**src/rtl/fsup_pkg.sv**
```systemverilog
package fsup_pkg;

  // Strobes from the control half to the per-channel datapath.
  typedef struct packed {
    logic latchCmd;  // copy command word this cycle
    logic wipe;      // supply reset: clear latch and faults
    logic sweep;     // readback capture: refresh fault bits
    logic armed;     // comparators qualified this cycle
    logic allowOut;  // no global condition blocks the gates
  } ctlStrobe_t;

endpackage

```
**src/rtl/fsup_ctrl.sv**
```systemverilog
module fsup_ctrl #(
  parameter int SETTLE_CYCLES = 12500
) (
  input  logic                  clk,
  input  logic                  rstN,
  input  logic                  csRise,
  input  logic                  capture,
  input  logic                  enable,
  input  logic                  vddUv,
  input  logic                  vpwrOv,
  output fsup_pkg::ctlStrobe_t  strobe
);

  localparam int CNT_W = $clog2(SETTLE_CYCLES + 1);
  localparam logic [CNT_W-1:0] CNT_LOAD = CNT_W'(SETTLE_CYCLES);

  logic [CNT_W-1:0] settleCnt;
  logic             reload;
  logic             supplyBad;

  assign supplyBad = vddUv | vpwrOv;
  assign reload    = csRise | ~enable | supplyBad;

  // Settling timer: reloaded by any event that disturbs the outputs,
  // counts down to zero, and holds there.
  always_ff @(posedge clk) begin
    if (!rstN) begin
      settleCnt <= CNT_LOAD;
    end else if (reload) begin
      settleCnt <= CNT_LOAD;
    end else if (settleCnt != '0) begin
      settleCnt <= settleCnt - CNT_W'(1);
    end
  end

  always_comb begin
    strobe.latchCmd = csRise & ~vddUv;
    strobe.wipe     = vddUv;
    strobe.sweep    = capture & ~vddUv;
    strobe.armed    = (settleCnt == '0) & ~reload;
    strobe.allowOut = enable & ~supplyBad;
  end

  AST_RELOAD_ON_CS: assert property (@(posedge clk) disable iff (!rstN)
    csRise |=> settleCnt == CNT_LOAD);

  AST_SETTLE_DOWN: assert property (@(posedge clk) disable iff (!rstN)
    (!reload && settleCnt != '0) |=> settleCnt == $past(settleCnt) - CNT_W'(1));

endmodule

```
**src/rtl/fsup_datapath.sv**
```systemverilog
module fsup_datapath #(
  parameter int NUM_CH    = 8,
  parameter int PWM_CH_LO = 4,
  parameter int PWM_CH_HI = 5
) (
  input  logic                  clk,
  input  logic                  rstN,
  input  fsup_pkg::ctlStrobe_t  strobe,
  input  logic [NUM_CH-1:0]     cmdWord,
  input  logic                  pwmA,
  input  logic                  pwmB,
  input  logic [NUM_CH-1:0]     overTemp,
  input  logic [NUM_CH-1:0]     dsLow,
  input  logic [NUM_CH-1:0]     overCur,
  output logic [NUM_CH-1:0]     gate,
  output logic [NUM_CH-1:0]     fault
);

  logic [NUM_CH-1:0] cmdLatch;
  logic [NUM_CH-1:0] demand;
  logic [NUM_CH-1:0] faultCond;
  logic [NUM_CH-1:0] faultReg;

  for (genvar ch = 0; ch < NUM_CH; ch++) begin : gCh
    if (ch == PWM_CH_LO) begin : gPwmLo
      assign demand[ch] = cmdLatch[ch] | pwmA;
    end else if (ch == PWM_CH_HI) begin : gPwmHi
      assign demand[ch] = cmdLatch[ch] | pwmB;
    end else begin : gPlain
      assign demand[ch] = cmdLatch[ch];
    end

    // Thermal flag blocks only its own channel.
    assign gate[ch] = demand[ch] & strobe.allowOut & ~overTemp[ch];

    // Meaning of the comparators depends on the demanded state.
    assign faultCond[ch] = strobe.armed &
                           (overTemp[ch] | (demand[ch] ? overCur[ch] : dsLow[ch]));
  end

  always_ff @(posedge clk) begin
    if (!rstN) begin
      cmdLatch <= '0;
    end else if (strobe.wipe) begin
      cmdLatch <= '0;
    end else if (strobe.latchCmd) begin
      cmdLatch <= cmdWord;
    end
  end

  always_ff @(posedge clk) begin
    if (!rstN) begin
      faultReg <= '0;
    end else if (strobe.wipe) begin
      faultReg <= '0;
    end else if (strobe.sweep) begin
      faultReg <= faultCond;
    end else begin
      faultReg <= faultReg | faultCond;
    end
  end

  assign fault = faultReg;

  AST_CMD_HOLD: assert property (@(posedge clk) disable iff (!rstN)
    (!strobe.latchCmd && !strobe.wipe) |=> $stable(cmdLatch));

  AST_WIPE_CLEAR: assert property (@(posedge clk) disable iff (!rstN)
    strobe.wipe |=> (cmdLatch == '0 && faultReg == '0));

  AST_FAULT_STICKY: assert property (@(posedge clk) disable iff (!rstN)
    (!strobe.sweep && !strobe.wipe) |=> ((faultReg & $past(faultReg)) == $past(faultReg)));

  AST_QUIET_UNARMED: assert property (@(posedge clk) disable iff (!rstN)
    (!strobe.armed && !strobe.sweep && !strobe.wipe) |=> $stable(faultReg));

endmodule

```
**src/rtl/out_gate_supervisor.sv**
```systemverilog
module out_gate_supervisor #(
  parameter int NUM_CH        = 8,
  parameter int PWM_CH_LO     = 4,
  parameter int PWM_CH_HI     = 5,
  parameter int SETTLE_CYCLES = 12500
) (
  input  logic              clk,
  input  logic              rstN,
  input  logic [NUM_CH-1:0] cmdWord,
  input  logic              pwmA,
  input  logic              pwmB,
  input  logic              enable,
  input  logic              vddUv,
  input  logic              vpwrOv,
  input  logic [NUM_CH-1:0] overTemp,
  input  logic [NUM_CH-1:0] dsLow,
  input  logic [NUM_CH-1:0] overCur,
  input  logic              csRise,
  input  logic              capture,
  output logic [NUM_CH-1:0] gate,
  output logic [NUM_CH-1:0] fault
);

  fsup_pkg::ctlStrobe_t strobe;

  fsup_ctrl #(
    .SETTLE_CYCLES(SETTLE_CYCLES)
  ) i_ctrl (
    .clk     (clk),
    .rstN    (rstN),
    .csRise  (csRise),
    .capture (capture),
    .enable  (enable),
    .vddUv   (vddUv),
    .vpwrOv  (vpwrOv),
    .strobe  (strobe)
  );

  fsup_datapath #(
    .NUM_CH    (NUM_CH),
    .PWM_CH_LO (PWM_CH_LO),
    .PWM_CH_HI (PWM_CH_HI)
  ) i_datapath (
    .clk      (clk),
    .rstN     (rstN),
    .strobe   (strobe),
    .cmdWord  (cmdWord),
    .pwmA     (pwmA),
    .pwmB     (pwmB),
    .overTemp (overTemp),
    .dsLow    (dsLow),
    .overCur  (overCur),
    .gate     (gate),
    .fault    (fault)
  );

endmodule

```
**config.mk**
```make
export PLATFORM = sky130hd
export DESIGN_NAME = out_gate_supervisor
export DESIGN_NICKNAME = d
export VERILOG_FILES = /design/src/rtl/fsup_pkg.sv /design/src/rtl/fsup_ctrl.sv /design/src/rtl/fsup_datapath.sv /design/src/rtl/out_gate_supervisor.sv
export SDC_FILE = /design/constraint.sdc
export NUM_CORES = 1
export LEC_CHECK = 0
export ABC_CLOCK_PERIOD_IN_PS = 2500
export BUFFER_PORTS_ARGS = -buffer_cell sky130_fd_sc_hd__buf_4
export CORE_MARGIN = 3
export CORE_UTILIZATION = 51
export CTS_BUF_LIST = sky130_fd_sc_hd__clkbuf_2
export CTS_CLUSTER_SIZE = 14
export DETAILED_ROUTE_END_ITERATION = 6
export GPL_ROUTABILITY_DRIVEN = 1
export GPL_TIMING_DRIVEN = 0
export PLACE_DENSITY_LB_ADDON = 0.2
export SYNTH_ARGS = -nofsm -noshare
export SYNTH_HDL_FRONTEND = slang
export SYNTH_HIERARCHICAL = 1
export SYNTH_SLANG_ARGS = --single-unit
export TNS_END_PERCENT = 100
```
**constraint.sdc**
```tcl
create_clock -name clk -period 2.5 [get_ports clk]
set_input_delay 0.25 -clock clk [delete_from_list [all_inputs] [get_ports clk]]
set_output_delay 0.25 -clock clk [all_outputs]
set_load 0.1 [all_outputs]
```
* Yosys cells after proc, flatten, opt, wreduce, memory -nomap -nowiden
Cells that the tools add are included.
** Cells by class
- Bitwise gates (word level) :: 55
- Reductions and logical operators :: 4
- Add/sub/neg operators :: 1
- Multiplexer cells :: 9
** Operators with widths (count)
- $and A1 B1 Y1 :: 28
- $logic_not A14 Y1 :: 1
- $reduce_bool A14 Y1 :: 1
- $sub A14 B1 Y14 const B :: 1
- $not A1 Y1 :: 13
- $or A1 B1 Y1 :: 13
- $mux W1 :: 8
- $mux W8 :: 1
- $or A8 B8 Y8 :: 1
- $reduce_or A2 Y1 :: 2
** Word-level totals
- Bits in registers :: 30
- Word-level logic and storage cells :: 72
- Output and inout bits :: 16

* Depth between registers and ports, before layout
Gate-level depths: netlist (run 1).
- Word-level depth :: 8
- Depth in mapped cells :: 7
- Gate-level depth less buffers :: 7

* Modules after synthesis
The synthesis (run 1) kept the hierarchy.
** Modules (own cells, without submodules)
- fsup_datapath :: cells an instance 81, times used 1, area an instance 822.0 sq um
- fsup_ctrl :: cells an instance 88, times used 1, area an instance 735.7 sq um

* Least setup slack after synthesis (run 1)
No wires, ideal clock.
- Path type :: input-to-output
- From :: input vddUv
- To :: output gate[4]
- Stages :: 2
- Arrival time :: 2.927 ns
- Data required time :: 2.250 ns
- Path slack :: -0.677 ns
- Buffers on the path :: 0
- Cell sequence :: nor3b_1 -> nor3b_1
** On the way
- Longest elaborated chain between the ends :: 5
** Ends and longest elaborated chain
- start: declaration :: RTL line out_gate_supervisor.sv:13 : input logic vddUv,
- $or A1 B1 Y1 :: RTL line fsup_ctrl.sv:21 : assign supplyBad = vddUv | vpwrOv;
- $not A1 Y1 :: RTL line fsup_ctrl.sv:41 : strobe.allowOut = enable & ~supplyBad;
- $and A1 B1 Y1 :: RTL line fsup_ctrl.sv:41
- $and A1 B1 Y1 (2 in a row) :: RTL line fsup_datapath.sv:34 : assign gate[ch] = demand[ch] & strobe.allowOut & ~overTemp[ch];
- end: declaration :: RTL line out_gate_supervisor.sv:20 : output logic [NUM_CH-1:0] gate,
Every way passes these cells.

* Worst setup path after layout (run 1)
- From :: register i_ctrl.settleCnt[4]
- To :: register i_ctrl.settleCnt[13]
** On the way
- Longest elaborated chain between the ends :: 1
- Elaborated cells on any way between the ends :: 2
- Those cells by class :: add/sub (1); reduce/logical (1)
** Ends and longest elaborated chain
- start: declaration :: RTL line fsup_ctrl.sv:17 : logic [CNT_W-1:0] settleCnt;
- start signal: assignment :: RTL line fsup_ctrl.sv:32 : settleCnt <= settleCnt - CNT_W'(1);
- $sub A14 B1 Y14 or $reduce_bool A14 Y1 (tied branches) :: RTL line fsup_ctrl.sv:32, fsup_ctrl.sv:31
Parallel ways exist; a longest one is shown, timed or not.
A chain may end at the register's enable or synchronous reset.

==> metrics, run 1 <==
outcome=completed; Post-Synthesis Cells=169; Pre-antenna DRT Iters=4; Port-buffer cells=56; CTS Buf Count=5; Pwr Total=0.00105 W; Crit path arrival time=2.41 ns; total track usage=23.9%; root buffer cell=clkbuf_2; global-route wire length before repair=6540 microns; CTS tree=yes; Post-Syn Area per Cell=9.22 sq um; Setup TNS=0 ns; die width=61.3 microns; Post-Synthesis Cell Area=1560 sq um; Final ANT Viol Nets=0; worst hold stages=3; minimum clock period=2.12 ns; nets=274; PostCTS Resize Cnt=0; register area share after synthesis=38.6%; drt drc=0; max cap viols=0; Fin Hold WS=0.0967 ns; HPWL Detailed=3020 microns; synth top area cells=dfxtp_1 39%, mux2i_1 6.4%, mux2_4 5.8%; cell count after placement=256; H-tree levels=2; synthesis-stage register bit count=30; DR vias=1,524; Die H=61.3 microns; vias in the first global route=1,476; Max Slew Vio Count=0; largest net degree at the start of global routing=11; Initial Utilization=55.1%; power density over the cells=495 nW/um^2; crit share post-route=84.6%; GRT overflow=0; RSZ-0062 raised after global routing=no; Most used DFF post-synth=dfxtp_1; CTS clk-pin slew, worst paths=0.17 ns; worst-path fanout max=6; worst vdd ir=396 uV; antenna violations before repair=0; Crit Path Class=reg -> reg; die area=3750 sq um; layout cell share with drive strength beyond 1=39.9%; Rows=19; Routability Congestion=0.902; Worst Setup End Kind=flop; Mapped Nets=211; n_diodes=0; Final Non-Filler Cells=264; count leader, synth=dfxtp_1; data required time of the worst path=2.79 ns; EDFF count, synth=0; Synth area leader=dfxtp_1; synth-to-layout area growth=36.0%; Routed wire per std cell=15.2 microns; clk buf depth=2; total clock sinks=30; total core area=2830 sq um; Ys Warns=6; final setup fails=0; vias per inst=5.77; Rel. slew slack=39.7%; number of setup buffers added after CTS=0; Worst Tran Pin Value=0.903 ns; final core area utilization=74.9%; worst skew pair latency=0.38 ns; Max Fclk=473 MHz; Post-synth ARST share=0%; Iteration-0 DRC Markers=106; Critical Path Source Type=flop; I/O pins=57; HP Class=in -> reg; Unique masters post-synth=41; Hold Buf Count CTS=0; Fin. Hold Viols=0; Yosys top cell area share=38.6%; clk_skew=0.0161 ns; Fillers=195; routed wire length=4000 microns; Pleak=0.881 nW; synth cell count leaders=30 x dfxtp_1, 19 x nor2_1, 11 x a21oi_1, 10 x mux2i_1, 10 x nand2b_1; Reg2Reg Depth=5
## report_power, final
group | leakage [nW] | switching (W) | internal [W]
logic | 0.588 | 0.0000466 | 0.0000690
registers | 0.242 | 0.00000319 | 0.000482
clock network | 0.0506 | 0.000180 | 0.000267
## final timing paths
check / startpoint / slack [ns] / endpoint
worst min-delay path: cmdWord[0] / 0.1 / i_datapath/cmdLatch[0]
worst max-delay path: i_ctrl/settleCnt[4] / 0.38 / i_ctrl/settleCnt[13]
worst max register to register: i_ctrl/settleCnt[4] / 0.38 / i_ctrl/settleCnt[13]
worst min register to register: i_datapath/fault[1] / 0.49 / i_datapath/fault[1]
## kinds of logic after synthesis
kind of cell	after synthesis	synth area share, %
adders and majority gates	1	0.803
DFF	30	38.6
buffers and inverters	11	4.02
and+or+nand+nor	75	28.5
AOI/OAI and AO/OA	36	15.9
muxes	16	12.2
## worst max-delay path, cell delays in order (launching register included)
cell and delay [ns]:
dfxtp_1 0.38, or4_4 0.56, or3_1 0.35, clkbuf_2 0.15, o31a_2 0.29, a311o_1 0.32
## state kept, by name, summed over array words and instances (netlist names)
| name | cells |
|---|---|
| i_datapath/cmdLatch | 8 |
| i_datapath/fault | 8 |
| i_ctrl/settleCnt | 14 |
## metrics by stage
step | instance area [sq um] | setup slack, ns
6_report | 2120 | 0.385
5_1_grt | 2120 | 0.200
4_1_cts | 2120 | 0.238
3_5_place_dp | 2030 | 0.282
3_3_place_gp | 2030 | 0.348
2_1_floorplan | 1570 | 0.255
## routing by layer
metal  track usage, %  up-vias  share of wire (%)
li1                 -      738                  -
met1             26.6      716                 38
met2             40.9       60                 53
met3             9.43       10                7.1
met4             9.29        0                1.5
met5                0        -                  0
## area by class of cell
class	count	area, sq um	area share [%]
inverters	3	11.3	0.532
clock inverters	3	63.8	3.01
multi-input cells	128	907	42.8
well taps	31	38.8	1.83
repair buffers	56	420	19.8
plain buffers	8	51.3	2.42
clock buffers	5	25.0	1.18
flip-flops and latches	30	601	28.4
## cells in the final DEF (no fill, tap or decap), drive strengths merged
cell type  synthesis  layout
a211oi             3       3
a21oi             13      13
a311o              1       1
and3               1       1
and3b              5       5
and4               1       1
buf                4      60
bufinv             0       2
clkbuf             4       9
clkinv             0       1
dfxtp             30      30
ha                 1       1
inv                3       3
mux2               6       6
mux2i             10      10
nand2              4       4
nand2b            10      10
nand4              1       1
nor2              21      21
nor2b              4       4
nor3               5       5
nor3b              4       4
nor4               2       2
o211ai             3       3
o21ai             10      10
o311ai             1       1
o31a               1       1
o31ai              4       4
or2                2       2
or3                8       8
or4                6       6
or4b               1       1
Power figures use the tool's default switching activity.
==> inputs of run 2 (changes only) <==
--- a/config.mk
+++ b/config.mk
@@ -5,7 +5,7 @@
 export SDC_FILE = /design/constraint.sdc
 export NUM_CORES = 1
 export LEC_CHECK = 0
-export ABC_CLOCK_PERIOD_IN_PS = 2500
+export ABC_CLOCK_PERIOD_IN_PS = 2100
 export BUFFER_PORTS_ARGS = -buffer_cell sky130_fd_sc_hd__buf_4
 export CORE_MARGIN = 3
 export CORE_UTILIZATION = 51
==> constraint.sdc (replaced) <==
create_clock -name clk -period 2.1 [get_ports clk]
set_input_delay 0.21 -clock clk [delete_from_list [all_inputs] [get_ports clk]]
set_output_delay 0.21 -clock clk [all_outputs]
set_load 0.1 [all_outputs]
==> run 2 against run 1 <==
Largest power group unchanged. Highest routed layer unchanged. Clock power down 38%. Final area is 0.47% lower. Global-route usage fell by 1.1 points. Clock-buffer cell count increased by 1.
==> metrics, run 2 (synthesized netlist as in run 1, its figures left out) <==
CTS tree=yes (unchanged); total clock sinks=30 (unchanged); Hold Buf Count CTS=0 (unchanged); drt drc=0 (unchanged); CTS clk-pin slew, worst paths=0.16 ns (was 0.17 ns); HP Class=in -> reg (unchanged); Rows=19 (unchanged); Critical Path Source Type=flop (unchanged); Port-buffer cells=56 (unchanged); Worst Tran Pin Value=0.912 ns (was 0.903 ns); total core area=2830 sq um (unchanged); vias per inst=5.76 (was 5.77); synth-to-layout area growth=35.3% (was 36.0%); Fin. Hold Viols=0 (unchanged); global-route wire length before repair=6230 microns (was 6540 microns); clk_skew=0.0155 ns (was 0.0161 ns); post-route cell area=2110 sq um (was 2120 sq um); Fillers=217 (was 195); routed wire length=3910 microns (was 4000 microns); layout cell share with drive strength beyond 1=42.4% (was 39.9%); crit share post-route=96.0% (was 84.6%); max reg flops=14 (unchanged); CTS Buf Count=5 (unchanged); CP max stage cell=or4_4 (unchanged); Pre-antenna DRT Iters=4 (unchanged); worst-path fanout max=5 (was 6); die width=61.3 microns (unchanged); HPWL Detailed=3040 microns (was 3020 microns); worst skew pair latency=0.36 ns (was 0.38 ns); Initial Utilization=55.1% (unchanged); reg2reg start=i_ctrl/settleCnt[4] (unchanged); Crit Path Class=reg -> reg (unchanged); HP Start=cmdWord[1] (was cmdWord[0]); Worst Setup End Kind=flop (unchanged); Rel. slew slack=39.1% (was 39.7%); worst vdd ir=326 uV (was 396 uV); commonest non-fill, non-tap cell in the layout=buf_4 (unchanged); outcome=completed (unchanged); minimum clock period=2.02 ns (was 2.12 ns); Pleak=0.877 nW (was 0.881 nW); clk buf depth=2 (unchanged); Routed wire per std cell=14.6 microns (was 15.2 microns); H-tree levels=2 (unchanged); GRT overflow=0 (unchanged); placed cell area=2030 sq um (about the same); die area=3750 sq um (unchanged); n_diodes=0 (unchanged); Top reg by flops=i_ctrl/settleCnt (unchanged); max cap viols=0 (unchanged); commonest non-fill, non-tap cells in the layout=61 x buf_4, 28 x dfxtp_1, 17 x nor2_1 (was 57 x buf_4, 30 x dfxtp_1, 18 x nor2_1); critical path cell sequence=or4_4 > or3_4 > or4_1 > a21oi_1 (was or4_4 > or3_1 > clkbuf_2 > o31a_2 > a311o_1); antenna violations before repair=0 (unchanged); Fin Hold WS=0.0843 ns (was 0.0967 ns); Iteration-0 DRC Markers=44 (was 106); Max Slew Vio Count=0 (unchanged); DR vias=1,538 (was 1,524); RSZ-0062 raised after global routing=no (unchanged); Max Fclk=496 MHz (was 473 MHz); nets=277 (was 274); largest net degree at the start of global routing=11 (unchanged); I/O pins=57 (unchanged); root buffer cell=clkbuf_2 (unchanged); final setup fails=0 (unchanged); crit-path max cell delay=0.54 ns (was 0.56 ns); power density over the cells=469 nW/um^2 (was 495 nW/um^2); vias in the first global route=1,481 (was 1,476); Final ANT Viol Nets=0 (unchanged); total track usage=22.8% (was 23.9%); Crit path arrival time=2.31 ns (was 2.41 ns); Die H=61.3 microns (unchanged); Routability Congestion=0.794 (was 0.902); crit path from=i_ctrl/settleCnt[4] (unchanged); data required time of the worst path=2.39 ns (was 2.79 ns)
[run 2: changes by cell type in the layout (fill, tap and decap cells not counted), sizes merged]
cell	delta
clkinv	+1
bufinv	-2
buf	+4
[run 2: final timing paths]
| check | end | slack, ns | cells past startpoint |
|---|---|---|---|
| worst max register to register | i_ctrl/settleCnt[11] | 0.08 | 4 |
| worst min register to register | i_datapath/fault[2] | 0.48 | 2 |
| worst min-delay path | i_datapath/cmdLatch[1] | 0.08 | 3 |
| worst max-delay path | i_ctrl/settleCnt[11] | 0.08 | 4 |
[run 2: report_power, final]
group / total, W / internal [W] / switching, W
combinational: 0.000136 / 0.0000822 / 0.0000540
sequential: 0.000577 / 0.000574 / 0.00000352
clock: 0.000275 / 0.0000818 / 0.000193
total: 0.000988 / 0.000738 / 0.000250
[run 2: what timing repair did]
| action | 4_1_cts | 5_1_grt |
|---|---|---|
| buffers inserted | 2 | 2 |
| endpoints found under the setup margin | 11 | 11 |
| pin swaps | 0 | 3 |
| gates resized for setup | 3 | 2 |
| endpoints found under the hold margin | 0 | 0 |
[run 2: metrics by stage]
stage | setup WS [ns] | power, W | util, % | setup TNS (ns) | instances
2_1_floorplan | -0.00801 | 0.000651 | - | -0.0160 | 169
3_3_place_gp | -0.0816 | 0.000720 | 71.7 | -0.354 | 256
3_5_place_dp | -0.107 | 0.000726 | 71.7 | -0.488 | 256
4_1_cts | 0.0118 | 0.000996 | 73.6 | 0 | 265
5_1_grt | 0.00176 | 0.00104 | 74.5 | 0 | 267
6_report | 0.0839 | 0.000988 | 74.5 | 0 | 267
[run 2: per-layer routing]
| layer | vias up | global-route usage, % | wire [microns] |
|---|---|---|---|
| li1 | 756 | - | - |
| met1 | 706 | 25.5 | 1520 |
| met2 | 61 | 38.4 | 2000 |
| met3 | 15 | 6.71 | 252 |
| met4 | 0 | 13.0 | 131 |
| met5 | - | 0 | 0 |
[run 2: critical path, delay by kind of cell, from the launching register on]
kind / cells / cell delay, ns
compound gates: 1 / 0.13
simple gates: 3 / 1.47
flops: 1 / 0.35
[run 2: layout make-up]
class / count / area (sq um) / area share (%)
Timing Repair Buffer: 60 / 450 / 21.4
Multi-Input combinational cell: 128 / 920 / 43.6
Inverter: 3 / 11.3 / 0.534
Buffer: 7 / 46.3 / 2.20
Tap cell: 31 / 38.8 / 1.84
Clock inverter: 2 / 8.76 / 0.415
Sequential cell: 30 / 603 / 28.6
Clock buffer: 6 / 30.0 / 1.42
==> inputs of run 3 (changes only) <==
==> constraint.sdc (replaced) <==
create_clock -name clk -period 2.1 [get_ports clk]
set_input_delay 0.315 -clock clk [delete_from_list [all_inputs] [get_ports clk]]
set_output_delay 0.315 -clock clk [all_outputs]
set_load 0.1 [all_outputs]
==> run 3 against run 2 <==
Setup slack improved by 0.0031 ns. Flip-flop and latch count unchanged. Sequential share of layout area decreased by 0.068 points. Die area unchanged. First-iteration DRC count decreased by 4.5%. Total power increased by 0.26%. Routed wire length increased by 0.77%. Cell count unchanged. Via count decreased by 0.91%. Clock-buffer cell count unchanged. Critical path depth unchanged. Register-to-register slack about the same. Critical path type unchanged. Largest cell class unchanged. Largest power group unchanged.
==> metrics, run 3 (synthesized netlist as in run 1, its figures left out) <==
total track usage=22.8% (unchanged); DR vias=1,524 (was 1,538); combinational power share=13.8% (about the same); Rel. slew slack=51.3% (was 39.1%); data required time of the worst path=2.40 ns (was 2.39 ns); total core area=2830 sq um (unchanged); internal cell power=0.000738 W (about the same); Final ANT Viol Nets=0 (unchanged); die area=3750 sq um (unchanged); worst vdd ir=325 uV (was 326 uV); placed cell area=2030 sq um (unchanged); commonest non-fill, non-tap cell in the layout=buf_4 (unchanged); Routed wire per std cell=14.7 microns (was 14.6 microns); power density over the cells=469 nW/um^2 (about the same); Sw Ratio=25.5% (was 25.3%); outcome=completed (unchanged); vias in the first global route=1,481 (unchanged); Max Slew Vio Count=0 (unchanged); Top reg by flops=i_ctrl/settleCnt (unchanged); clock power share=27.9% (was 27.8%); Pre-antenna DRT Iters=5 (was 4); RSZ-0062 raised after global routing=no (unchanged); root buffer cell=clkbuf_2 (unchanged); Final Non-Filler Cells=267 (unchanged); final setup fails=0 (unchanged); Rows=19 (unchanged); total clock sinks=30 (unchanged); H-tree levels=2 (unchanged); CTS Buf Count=5 (unchanged); die width=61.3 microns (unchanged); post-route cell area=2110 sq um (about the same); clk_skew=0.0160 ns (was 0.0155 ns); synth-to-layout area growth=35.7% (was 35.3%); largest net degree at the start of global routing=11 (unchanged); minimum clock period=2.01 ns (was 2.02 ns); Crit Path Class=reg -> reg (unchanged); worst skew pair latency=0.37 ns (was 0.36 ns); max cap viols=0 (unchanged); commonest non-fill, non-tap cells in the layout=61 x buf_4, 28 x dfxtp_1, 17 x nor2_1 (unchanged); Worst Tran Pin Value=0.724 ns (was 0.912 ns); max reg flops=14 (unchanged); Pleak=0.879 nW (was 0.877 nW); Crit path arrival time=2.31 ns (about the same); nets=277 (unchanged); worst-path fanout max=5 (unchanged); global-route wire length before repair=6230 microns (unchanged); Initial Utilization=55.1% (unchanged); HP Class=in -> reg (unchanged); cell count after placement=256 (unchanged); drt drc=0 (unchanged); Worst Setup End Kind=flop (unchanged); HPWL Detailed=3040 microns (unchanged); GRT overflow=0 (unchanged); Hold Buf Count CTS=0 (unchanged); sw power=0.000253 W (was 0.000250 W); vias per inst=5.71 (was 5.76); layout cell share with drive strength beyond 1=42.8% (was 42.4%); I/O pins=57 (unchanged); Routability Congestion=0.794 (unchanged); CTS tree=yes (unchanged); CTS clk-pin slew, worst paths=0.16 ns (about the same); Port-buffer cells=56 (unchanged); Critical Path Source Type=flop (unchanged); antenna violations before repair=0 (unchanged); routed wire length=3940 microns (was 3910 microns); n_diodes=0 (unchanged); crit share post-route=95.9% (was 96.0%); Fin. Hold Viols=0 (unchanged); Iteration-0 DRC Markers=42 (was 44); Die H=61.3 microns (unchanged); Fin Hold WS=0.181 ns (was 0.0843 ns); Max Fclk=497 MHz (was 496 MHz); clk buf depth=2 (unchanged); Seq pwr share=58.3% (was 58.4%)
## run 3: changes by cell type in the layout (fill, tap and decap cells not counted)
cell and change:
nor3b_1 -1, nor3b_2 +1
## run 3: routing by layer
layer	vias to the layer above	routed length [microns]	track usage (%)
li1	751	-	-
met1	710	1580	25.5
met2	49	2030	38.4
met3	14	202	6.71
met4	0	131	13.0
met5	-	0	0
## run 3: what timing repair did
item                                   in CTS  in global routing
setup endpoints to repair                  11                 19
pin swaps                                   0                  3
endpoints found under the hold margin       0                  0
buffers inserted                            2                  2
gates resized for setup                     3                  3
## run 3: final timing paths
| path | slack, ns | end | start | depth (start not counted) |
|---|---|---|---|---|
| worst max-delay path | 0.09 | i_ctrl/settleCnt[11] | i_ctrl/settleCnt[4] | 4 |
| worst min-delay path | 0.18 | i_datapath/cmdLatch[1] | cmdWord[1] | 3 |
| worst max register to register | 0.09 | i_ctrl/settleCnt[11] | i_ctrl/settleCnt[4] | 4 |
| worst min register to register | 0.48 | i_datapath/fault[2] | i_datapath/fault[2] | 2 |
## run 3: cell type report
cell class                 instances  area (sq um)
inverter                           3          11.3
fill                             216           716
tap                               31          38.8
multi-input combinational        128           925
sequential                        30           603
clock inverter                     2          8.76
timing repair buffer              60           450
clock buffer                       6          30.0
buffer                             7          46.3
## run 3: power groups by stage
stage / clock (W) / combinational [W] / sequential [W]
6_report: 0.000276 / 0.000137 / 0.000577
5_1_grt: 0.000310 / 0.000147 / 0.000578
4_1_cts: 0.000282 / 0.000137 / 0.000577
3_5_place_dp: 0 / 0.000136 / 0.000590
3_3_place_gp: 0 / 0.000131 / 0.000590
2_1_floorplan: 0 / 0.0000621 / 0.000589
## run 3: critical path, cell delays in order, from the launching register on
cell	delay, ns
dfxtp_2	0.35
or4_4	0.54
or3_4	0.42
or4_1	0.51
a21oi_1	0.13
## run 3: through the flow
stage          power (W)  setup slack, ns  setup TNS, ns  utilization [%]
2_1_floorplan   0.000651           -0.218         -0.436                -
3_3_place_gp    0.000720          -0.0816         -0.405             71.7
3_5_place_dp    0.000726           -0.107         -0.558             71.7
4_1_cts         0.000996           0.0118              0             73.6
5_1_grt          0.00104          0.00176              0             74.7
6_report        0.000991           0.0870              0             74.7
